File: src/rtl/beat_sup_pkg.sv
package beat_sup_pkg;
  // Strobes from the window control to the counting datapath
  typedef struct packed {
    logic hold;      // supervisor idle: keep all counts at zero
    logic checkNow;  // last tick of window: evaluate and reload counts
  } supStrobe_t;
endpackage

File: src/rtl/beat_sup_ctrl.sv
module beat_sup_ctrl
  import beat_sup_pkg::*;
#(
  parameter int CHECK_TICKS = 100000
) (
  input  logic       clk,
  input  logic       rstN,
  input  logic       enable,
  input  logic       allMet,
  output supStrobe_t strobe,
  output logic       kick
);
  localparam int TW = (CHECK_TICKS > 1) ? $clog2(CHECK_TICKS) : 1;
  localparam logic [TW-1:0] LAST_TICK = TW'(CHECK_TICKS - 1);

  logic [TW-1:0] tickCnt;

  always_ff @(posedge clk) begin
    if (!rstN) begin
      tickCnt <= '0;
    end else if (!enable) begin
      tickCnt <= '0;
    end else if (tickCnt == LAST_TICK) begin
      tickCnt <= '0;
    end else begin
      tickCnt <= tickCnt + 1'b1;
    end
  end

  always_comb begin
    strobe.hold     = !enable;
    strobe.checkNow = enable && (tickCnt == LAST_TICK);
  end

  always_ff @(posedge clk) begin
    if (!rstN) kick <= 1'b0;
    else       kick <= strobe.checkNow && allMet;
  end

  // timer never leaves its window range
  assert_timer_range_R2: assert property (@(posedge clk) disable iff (!rstN)
    tickCnt <= LAST_TICK);

  // a disabled cycle never leads to a kick
  assert_no_kick_disabled_R9: assert property (@(posedge clk) disable iff (!rstN)
    !enable |=> !kick);

  // the kick pulse lasts a single cycle
  assert_kick_single_R10: assert property (@(posedge clk) disable iff (!rstN)
    kick |=> !kick);
endmodule

File: src/rtl/beat_sup_datapath.sv
module beat_sup_datapath
  import beat_sup_pkg::*;
#(
  parameter int NUM_SRC   = 3,
  parameter int CNT_W     = 8,
  parameter int MIN_BEATS = 1
) (
  input  logic               clk,
  input  logic               rstN,
  input  logic [NUM_SRC-1:0] heartbeat,
  input  supStrobe_t         strobe,
  output logic               allMet
);
  localparam logic [CNT_W-1:0] CNT_MAX = {CNT_W{1'b1}};
  localparam logic [CNT_W-1:0] MIN_CNT = CNT_W'(MIN_BEATS);

  logic [CNT_W-1:0]   beatCnt [NUM_SRC];
  logic [NUM_SRC-1:0] srcMet;

  for (genvar g = 0; g < NUM_SRC; g++) begin : gSrc
    always_ff @(posedge clk) begin
      if (!rstN) begin
        beatCnt[g] <= '0;
      end else if (strobe.hold) begin
        beatCnt[g] <= '0;
      end else if (strobe.checkNow) begin
        // a beat on the check edge opens the next window
        beatCnt[g] <= CNT_W'(heartbeat[g]);
      end else if (heartbeat[g] && (beatCnt[g] != CNT_MAX)) begin
        beatCnt[g] <= beatCnt[g] + 1'b1;
      end
    end

    assign srcMet[g] = (beatCnt[g] >= MIN_CNT);

    // a saturated counter stays at its top value within a window
    assert_saturate_R8: assert property (@(posedge clk) disable iff (!rstN)
      (!strobe.hold && !strobe.checkNow && beatCnt[g] == CNT_MAX) |=> beatCnt[g] == CNT_MAX);

    // after a check, the count holds only the beat from the check edge
    assert_clear_carry_R7: assert property (@(posedge clk) disable iff (!rstN)
      (!strobe.hold && strobe.checkNow) |=> beatCnt[g] == CNT_W'($past(heartbeat[g])));

    // counts sit at zero while idle
    assert_idle_zero_R9: assert property (@(posedge clk) disable iff (!rstN)
      strobe.hold |=> beatCnt[g] == '0);
  end

  assign allMet = &srcMet;
endmodule

File: src/rtl/beat_supervisor.sv
module beat_supervisor
  import beat_sup_pkg::*;
#(
  parameter int NUM_SRC     = 3,
  parameter int CHECK_TICKS = 100000,
  parameter int MIN_BEATS   = 1,
  parameter int CNT_W       = 8
) (
  input  logic               clk,
  input  logic               rstN,
  input  logic               enable,
  input  logic [NUM_SRC-1:0] heartbeat,
  output logic               kick
);
  supStrobe_t strobe;
  logic       allMet;

  beat_sup_ctrl #(
    .CHECK_TICKS(CHECK_TICKS)
  ) uCtrl (
    .clk   (clk),
    .rstN  (rstN),
    .enable(enable),
    .allMet(allMet),
    .strobe(strobe),
    .kick  (kick)
  );

  beat_sup_datapath #(
    .NUM_SRC  (NUM_SRC),
    .CNT_W    (CNT_W),
    .MIN_BEATS(MIN_BEATS)
  ) uData (
    .clk      (clk),
    .rstN     (rstN),
    .heartbeat(heartbeat),
    .strobe   (strobe),
    .allMet   (allMet)
  );

  // a kick only follows a cycle where every source met the minimum
  assert_kick_needs_all_R4: assert property (@(posedge clk) disable iff (!rstN)
    kick |-> $past(allMet));
endmodule

File: config.mk
export PLATFORM = sky130hd
export DESIGN_NAME = beat_supervisor
export DESIGN_NICKNAME = d
export VERILOG_FILES = /design/src/rtl/beat_sup_pkg.sv /design/src/rtl/beat_sup_ctrl.sv /design/src/rtl/beat_sup_datapath.sv /design/src/rtl/beat_supervisor.sv
export SDC_FILE = /design/constraint.sdc
export NUM_CORES = 1
export LEC_CHECK = 0
export ABC_AREA = 1
export BUFFER_PORTS_ARGS = -buffer_cell sky130_fd_sc_hd__buf_2
export CORE_MARGIN = 8
export CORE_UTILIZATION = 40
export CTS_CLUSTER_SIZE = 16
export DETAILED_ROUTE_END_ITERATION = 8
export GPL_TIMING_DRIVEN = 0
export PLACE_DENSITY_LB_ADDON = 0.05
export SLEW_MARGIN = 25
export SYNTH_ARGS = -nofsm -noshare
export SYNTH_HDL_FRONTEND = slang
export SYNTH_SLANG_ARGS = --single-unit
File: constraint.sdc
create_clock -name clk -period 2.05 [get_ports clk]
set_input_delay 0.41 -clock clk [delete_from_list [all_inputs] [get_ports clk]]
set_output_delay 0.41 -clock clk [all_outputs]
set_load 0.01 [all_outputs]
==> results_dict.tcl, run 1 <==
set metrics [dict create \
    fin_skew_ns 0.00764 \
    rr_endpoint "uData.beatCnt[2][3]$_SDFFCE_PN0P_" \
    synthXorXnorAreaFrac_pct 7.54 \
    die_area_um2 8500 \
    synth_cells 274 \
    fmax_mhz 530 \
    area_growth_pct 9.37 \
    required_ns 2.05 \
    postPlaceCellArea_um2 2440 \
    power.density_nw_per_um2 627 \
    status "finished clean" \
    grt_pass1_vias 1604 \
    power_leakage_nw 0.974 \
    drcViolationCount 0 \
    endpoint "uData.beatCnt[2][3]$_SDFFCE_PN0P_" \
    yosysTopAreaCellShare_pct 31.0 \
    path_clk_slew_ns 0.08 \
    clkSinkCount 42 \
    die-height_um 92.2 \
    detail_route.wirelength_um 4080 \
    synth_flop_cell "edfxtp_1" \
    cts_htree_levels 2 \
    synth_simple_gate_area_share_pct 30.5 \
    rows 27 \
    numCtsBuffers 5 \
    synth_commonest_cells "nor2_1 (54), nand2_1 (45), inv_1 (37), edfxtp_1 (24), nand3_1 (19)" \
    slew_violations 0 \
    synthArstFlopShare_pct 0 \
    grt_max_degree 14 \
    avgViaCountPerCell 4.68 \
    synth_area_leaders "edfxtp_1 (31%), dfxtp_1 (16%), nor2_1 (8.7%)" \
    synth_edf_count 24 \
    syn-cell-area_um2 2320 \
    final_cells 360 \
    synth_most_common_cell "nor2_1" \
    port_buffers 6 \
    synth.distinct_cells 27 \
    drt_iter0_drc 50 \
    setup_tns_ns 0 \
    yosysWarningCount 0 \
    fin_total_pwr_mw 1.59 \
    fin_util_pct 45.6 \
    synth_compound_area_share_pct 3.28 \
    critPathLaunch "uData.beatCnt[2][0]$_SDFFCE_PN0P_" \
    cts-root-buf "clkbuf_8" \
    start_kind "flop" \
    drt_pass1_iterations 4 \
    place.gp.congestion 0.864 \
    dp_cells 352 \
    finalHoldViolations 0 \
    hold_start "uCtrl.tickCnt[0]$_SDFF_PP0_" \
    grt_overflow 0 \
    grt.total_usage_pct 10.2 \
    synth.area.mux_share_pct 0 \
    initial_core_util_pct 41.7 \
    cap_violations 0 \
    clkLatencyLatePin_ns 0.29 \
    reg2regPathDepth 8 \
    post_synth_fa_ha_maj_area_fraction_pct 5.39 \
    postSynthAreaPerCell_um2 8.48 \
    fin_nets 303 \
    min_period_over_period_pct 92.1 \
    ioPinCount 7 \
    drive_gt1_share_pct 13.2 \
    dieWidth_um 92.2 \
    cts_tree "done" \
    timing.rr.start "uData.beatCnt[2][0]$_SDFFCE_PN0P_" \
    path_class "flop to flop" \
    cp_max_fo 8 \
    ys_seq_elements 42 \
    postCtsSetupBuffers 0 \
    core_um2 5570 \
    synth_top_family_by_area "simple AND/OR/NAND/NOR gates" \
    reg2reg_slack_ns 0.16 \
    antenna_found_initial 0 \
    endpoint_kind "flop" \
    hold_class "flop to flop" \
    hold_slack_ns 0.448 \
    slew_headroom_pct 69.2 \
    critical_path_arrival_ns 1.89 \
    syn-num-nets 290 \
    setup_viol 0 \
    min_period_ns 1.89 \
    ir_drop_mv 0.268 \
    diodes 0 \
    ys_seq_area_share_pct 46.5 \
    hpwl_um 3130 \
    whs_path_depth 1 \
    num_vias 1684 \
    worstMarginPinSlew_ns 0.462 \
    wl_per_cell_um 11.3 \
    setup_ws_ns 0.163 \
    synth_top_area_cell "edfxtp_1" \
    pre_cts_slack_ns -0.000708 \
    ant_nets 0 \
    final_design_area_no_fill_um2 2540 \
    grt_first_pass_wirelength_um 7090 \
    cts_buffer_depth 2 \
]
state kept, by name, summed over array words and instances, names as in the netlist:
register,flops
uCtrl.kick,1
uData.beatCnt,24
uCtrl.tickCnt,17
layout by cell type, fill, tap and decap left out, drive strengths merged:
cell,instances
edfxtp,24
xor2,15
clkinv,2
a21oi,8
o21ai,5
nor3b,2
ha,10
nor4,3
nor3,4
clkbuf,5
nand2,47
nand3b,1
nor2,62
nand3,24
dfxtp,18
o211ai,1
xnor2,5
clkinvlp,1
inv,39
buf,7
nand4,5
worst min-delay path by stage:
stage / to
detailed placement: uCtrl.tickCnt[0]$_SDFF_PP0_
CTS: uCtrl.tickCnt[0]$_SDFF_PP0_
floorplan: uCtrl.tickCnt[0]$_SDFF_PP0_
global route: uData.beatCnt[1][0]$_DFFE_PP_
finish: uCtrl.tickCnt[0]$_SDFF_PP0_
global placement: uCtrl.tickCnt[0]$_SDFF_PP0_
cells by family (layout without fill, tap and decap cells):
logic type | Yosys count | in the layout
xor gates and xnor gates | 20 | 20
AOI/OAI and AO/OA | 14 | 14
adders and majority gates | 10 | 10
buffers and inverters | 40 | 54
and+or+nand+nor | 148 | 148
DFF | 42 | 42
where the power goes:
group | internal (mW) | leakage [nW] | switching [mW] | total (mW)
registers | 0.922 | 0.415 | 0.0303 | 0.953
clock network | 0.233 | 0.0416 | 0.291 | 0.525
logic | 0.0447 | 0.518 | 0.0722 | 0.117
total | 1.20 | 0.974 | 0.394 | 1.59
worst max-delay path, cell delays in order, from the launching register on:
cell	delay [ns]
edfxtp_1	0.46
ha_1	0.24
nand2_1	0.11
nor2_1	0.06
nand3_1	0.11
nor2_1	0.06
nor2_1	0.22
nand2_2	0.18
nand2_4	0.17
cell type report:
type / instances / area, um^2
Fill cell: 570 / 3030
Multi-Input combinational cell: 192 / 1100
Sequential cell: 42 / 1080
Inverter: 39 / 146
Tap cell: 72 / 90.1
Clock buffer: 5 / 68.8
Timing Repair Buffer: 6 / 30.0
Clock inverter: 3 / 16.3
Buffer: 1 / 11.3
per-layer routing:
layer,vias to the layer above,global-route usage (%),routed length [um]
met1,763,12.9,2060
met2,13,16.4,1870
met4,0,3.62,51
met3,5,2.69,92
met5,-,0,0
li1,903,-,-
timing repair:
action | CTS | global route
setup endpoints to repair | 8 | 24
hold buffers | 0 | 0
gates resized for setup | 1 | 3
Note: power is estimated with default switching activity, not from simulation.
==> run 2, diff against run 1 <==
--- a/config.mk
+++ b/config.mk
@@ -13,6 +13,7 @@
 export DETAILED_ROUTE_END_ITERATION = 8
 export GPL_TIMING_DRIVEN = 0
 export PLACE_DENSITY_LB_ADDON = 0.05
+export SETUP_SLACK_MARGIN = 0.5
 export SLEW_MARGIN = 25
 export SYNTH_ARGS = -nofsm -noshare
 export SYNTH_HDL_FRONTEND = slang
==> run 2 against run 1 <==
Against the previous run: routed wire length rose by 12%; largest cell class unchanged; sequential power barely moved; sequential cell count did not move; clock-buffer cell count rose by 1; non-clock buffer count rose by 16; combinational power rose by 42%; first-iteration DRC count did not move; critical path type unchanged; critical path depth did not move; die area did not move; utilization rose by 6.7 points; setup slack improved by 0.30 ns; hold slack improved by 0.039 ns.
==> results_dict.tcl, run 2 (same netlist as run 1, synthesis figures left out) <==
set metrics [dict create \
    hold_class "flop to flop" \
    grt_pass1_vias 1770 \
    rsz0062_at_grt "yes" \
    cts-root-buf "clkbuf_8" \
    numCtsBuffers 5 \
    postPlaceCellArea_um2 2560 \
    hold_buffers 0 \
    path_clk_slew_ns 0.08 \
    min_period_over_period_pct 77.2 \
    avgViaCountPerCell 4.77 \
    top_regs "uData.beatCnt (24), uCtrl.tickCnt (17), uCtrl.kick (1)" \
    antenna_found_initial 0 \
    power.density_nw_per_um2 608 \
    drt_pass1_iterations 4 \
    initial_core_util_pct 41.7 \
    clkSinkCount 42 \
    slew_headroom_pct 67.9 \
    clkLatencyLatePin_ns 0.30 \
    grt_overflow 0 \
    finalHoldViolations 0 \
    cap_violations 0 \
    drive_gt1_share_pct 29.9 \
    fin_nets 319 \
    crit_chain "ha_4 > nand2_4 > nor2_4 > nand3_4 > nor2_4 > nor2_8 > buf_12 > nand2_8" \
    regArea_um2 1080 \
    power_leakage_nw 1.13 \
    reg2reg_slack_ns 0.47 \
    setup_ws_ns 0.468 \
    final_common_cell "nor2_1" \
    fin_total_pwr_mw 1.77 \
    setup_tns_ns 0 \
    final_design_area_no_fill_um2 2920 \
    path_class "flop to flop" \
    status "finished clean" \
    dieWidth_um 92.2 \
    ir_drop_mv 0.357 \
    die-height_um 92.2 \
    largest_reg_flops 24 \
    endpoint_kind "flop" \
    cp_max_fo 8 \
    ioPinCount 7 \
    diodes 0 \
    core_um2 5570 \
    slowest_delay_ns 0.36 \
    cts_htree_levels 2 \
    grt.total_usage_pct 11.6 \
    fin_util_pct 52.3 \
    fin_skew_ns 0.00705 \
    critical_path_arrival_ns 1.59 \
    grt_max_degree 14 \
    setup_viol 0 \
    required_ns 2.06 \
    area_growth_pct 25.5 \
    detail_route.wirelength_um 4570 \
    slew_violations 0 \
    drt_iter0_drc 50 \
    num_vias 1795 \
    min_period_ns 1.58 \
    start_kind "flop" \
    port_buffers 6 \
    worst_path_most_repeated_cell "nor2_4" \
    crit_slowest_cell "dfxtp_2" \
    grt_first_pass_wirelength_um 7940 \
    nFillCells 567 \
    rows 27 \
    cts_tree "done" \
    ant_nets 0 \
    worstMarginPinSlew_ns 0.482 \
    top_register "uData.beatCnt" \
    pre_cts_slack_ns 0.309 \
    multi_input_area_um2 1310 \
    place.gp.congestion 0.777 \
    hpwl_um 3180 \
    fmax_mhz 632 \
    wl_per_cell_um 12.1 \
    die_area_um2 8500 \
    cts_buffer_depth 2 \
    layout_common_cells "nor2_1 (38), nand2_1 (35), inv_1 (33)" \
    drcViolationCount 0 \
]
[run 2: cell count changes in the layout (fill, tap and decap cells not counted), moves of 4 or more]
cell,previous run,this run
inv_2,2,6
nor2_1,54,38
nand2_1,42,35
nand3_4,0,4
nor2_2,6,20
ha_1,10,6
inv_1,37,33
nand2_4,1,5
buf_4,0,15
[run 2: area by class of cell]
cell class                 instances  area share [%]
multi-input combinational        192            45.0
sequential                        42            37.2
timing repair buffer              22            5.41
inverter                          39            5.02
tap                               72            3.09
clock buffer                       6            2.49
clock inverter                     2            1.16
buffer                             1           0.686
[run 2: repair_timing]
item / in CTS / in global routing
resized for setup: 5 / 35
gates cloned: 0 / 0
setup buffers: 14 / 2
pin swaps: 11 / 15
setup endpoints to repair: 47 / 65
[run 2: critical path, delay by kind of cell, from the launching register on]
family / cells / cell delay (ns)
fa+ha+maj: 1 / 0.15
simple gates: 6 / 0.61
buf+inv: 1 / 0.17
flops: 1 / 0.36
[run 2: final timing paths]
| kind | from | to | depth (start not counted) |
|---|---|---|---|
| min reg2reg | uCtrl.tickCnt[3]$_SDFF_PP0_ | uCtrl.tickCnt[3]$_SDFF_PP0_ | 2 |
| max reg2reg | uCtrl.tickCnt[1]$_SDFF_PP0_ | uData.beatCnt[1][0]$_DFFE_PP_ | 8 |
| max | uCtrl.tickCnt[1]$_SDFF_PP0_ | uData.beatCnt[1][0]$_DFFE_PP_ | 8 |
| min | uCtrl.tickCnt[3]$_SDFF_PP0_ | uCtrl.tickCnt[3]$_SDFF_PP0_ | 2 |
[run 2: per-layer routing]
layer  wire length [um]  GRT usage (%)
met1               2140           14.5
met2               2170           18.5
met3                190           3.34
met4                 62           4.16
met5                  0              0
[run 2: metrics by stage]
stage / hold WS [ns] / std cells
floorplan: 0.420 / 274
global placement: 0.434 / 352
detailed placement: 0.434 / 352
CTS: 0.482 / 374
global route: 0.518 / 376
finish: 0.486 / 376
[run 2: report_power, final]
group	leakage (nW)	internal [mW]	switching (mW)
Combinational	0.661	0.0698	0.0964
Clock	0.0528	0.360	0.291
Sequential	0.416	0.923	0.0323
==> run 3, diff against run 2 <==
==> constraint.sdc (replaced) <==
create_clock -name clk -period 1.53 [get_ports clk]
set_input_delay 0.306 -clock clk [delete_from_list [all_inputs] [get_ports clk]]
set_output_delay 0.306 -clock clk [all_outputs]
set_load 0.01 [all_outputs]
==> run 3 against run 2 <==
Against the previous run: the run now ends with setup timing left; global-route usage is 0.20 points higher; fmax is 1.9% higher; critical path type unchanged; die area stayed put; non-clock buffer count is 12 higher.
==> results_dict.tcl, run 3 (same netlist as run 1, synthesis figures left out) <==
set metrics [dict create \
    status "complete, but fails checks" \
    violations "setup timing" \
    diodes 0 \
    power_frac_seq_pct 56.0 \
    grt_pass1_vias 1782 \
    cts-root-buf "clkbuf_8" \
    die-height_um 92.2 \
    numCtsBuffers 5 \
    hpwl_um 3230 \
    wl_met2_um 2270 \
    grt.total_usage_pct 11.8 \
    nFillCells 520 \
    switching_share_pct 25.3 \
    critPathBufInv 0 \
    area_growth_pct 33.7 \
    setup_tns_ns -0.378 \
    slew_headroom_pct 77.5 \
    slew_violations 0 \
    endpoint_kind "flop" \
    start_kind "flop" \
    min_period_over_period_pct 102 \
    fin_skew_ns 0.00626 \
    ir_drop_mv 0.388 \
    die_area_um2 8500 \
    path_class "flop to flop" \
    regArea_um2 1090 \
    clkSinkCount 42 \
    drt_pass1_iterations 4 \
    finalHoldViolations 0 \
    p_int_mw 1.71 \
    final_design_area_no_fill_um2 3110 \
    num_vias 1821 \
    fmax_mhz 644 \
    hold_class "primary input to flop" \
    port_buffers 6 \
    avgViaCountPerCell 4.69 \
    worst_path_dominant_cell_family "simple AND/OR/NAND/NOR gates" \
    cts_buffer_depth 2 \
    drive_gt1_share_pct 38.0 \
    power.density_nw_per_um2 736 \
    min_period_ns 1.55 \
    wl_per_cell_um 12.2 \
    setup_viol 24 \
    p_clk_share_pct 33.4 \
    final_common_cell "nor2_1" \
    drcViolationCount 0 \
    detail_route.wirelength_um 4730 \
    cts_htree_levels 2 \
    initial_core_util_pct 41.7 \
    dieWidth_um 92.2 \
    ioPinCount 7 \
    path_clk_slew_ns 0.08 \
    top_regs "uData.beatCnt (24), uCtrl.tickCnt (17), uCtrl.kick (1)" \
    hold_slack_ns 0.382 \
    crit_slowest_cell "edfxtp_1" \
    fin_nets 331 \
    slowest_delay_ns 0.41 \
    multi_input_area_um2 1400 \
    place.gp.congestion 0.816 \
    hold_buffers 0 \
    setup_ws_ns -0.0234 \
    grt_first_pass_wirelength_um 8070 \
    required_ns 1.59 \
    layout_common_cells "nor2_1 (39), nand2_1 (35), inv_1 (30)" \
    crit_chain "ha_4 > nand3_4 > nor3b_4 > nand3_2 > nand3_4 > nand2_8" \
    top_register "uData.beatCnt" \
    grt_max_degree 13 \
    core_um2 5570 \
    drt_iter0_drc 30 \
    clkLatencyLatePin_ns 0.30 \
    cts_tree "done" \
    ant_nets 0 \
    worst_path_most_repeated_cell "nand3_4" \
    worstMarginPinSlew_ns 0.335 \
    routed.top_layer "met4" \
    rsz0062_at_grt "yes" \
    cp_max_fo 8 \
    cap_violations 0 \
    p_sw_mw 0.577 \
    wl_met3_um 91 \
    combPwrFrac_pct 10.6 \
    grt_overflow 0 \
    wl_met1_um 2290 \
    rows 27 \
    power_leakage_nw 1.22 \
    antenna_found_initial 0 \
    postPlaceCellArea_um2 2570 \
    largest_reg_flops 24 \
    critical_path_arrival_ns 1.61 \
]
[run 3: final timing paths]
path | startpoint | end | slack, ns | cells past startpoint
setup / recovery | uData.beatCnt[0][1]$_SDFFCE_PN0P_ | uData.beatCnt[0][2]$_SDFFCE_PN0P_ | -0.02 | 6
hold / removal | heartbeat[2] | uData.beatCnt[2][0]$_SDFFCE_PN0P_ | 0.38 | 3
hold reg to reg | uCtrl.tickCnt[7]$_SDFF_PP0_ | uCtrl.tickCnt[7]$_SDFF_PP0_ | 0.48 | 2
setup reg to reg | uData.beatCnt[0][1]$_SDFFCE_PN0P_ | uData.beatCnt[0][2]$_SDFFCE_PN0P_ | -0.02 | 6
[run 3: power groups by stage]
stage	logic [mW]	clock network [mW]	registers (mW)
floorplan	0.139	0	1.30
global placement	0.179	0	1.31
detailed placement	0.180	0	1.31
CTS	0.224	0.782	1.28
global route	0.271	0.827	1.29
finish	0.242	0.763	1.28
[run 3: routing by layer]
layer  GRT usage (%)  vias up
met2            19.0        9
met4            5.37        0
li1                -      966
met5               0        -
met3            2.69        8
met1            14.6      838
[run 3: final cells by class]
class / instances / share of cell area, %
Multi-Input combinational cell: 192 / 45.2
Sequential cell: 42 / 35.2
Timing Repair Buffer: 34 / 8.46
Inverter: 39 / 4.71
Tap cell: 72 / 2.90
Clock buffer: 7 / 2.78
Buffer: 1 / 0.644
Clock inverter: 1 / 0.161
[run 3: stage by stage]
step                power [mW]  instances  setup WS (ns)  utilization (%)
finish                    2.29        388        -0.0234             55.7
global placement          1.49        352         -0.191             46.2
CTS                       2.28        378        -0.0477             51.3
detailed placement        1.49        352         -0.174             46.2
floorplan                 1.43        274        -0.0150                -
global route              2.39        388         -0.105             55.7
[run 3: tightest hold or removal path: cells and delay by family]
family | cells | cell delay, ns
buf+inv | 2 | 0.13
compound gates | 1 | 0.13
[run 3: timing repair]
| item | in CTS | in global routing |
|---|---|---|
| cloned | 0 | 0 |
| gates resized for setup | 20 | 49 |
| pin swaps | 19 | 15 |
| setup endpoints to repair | 67 | 67 |
| buffers inserted | 18 | 10 |
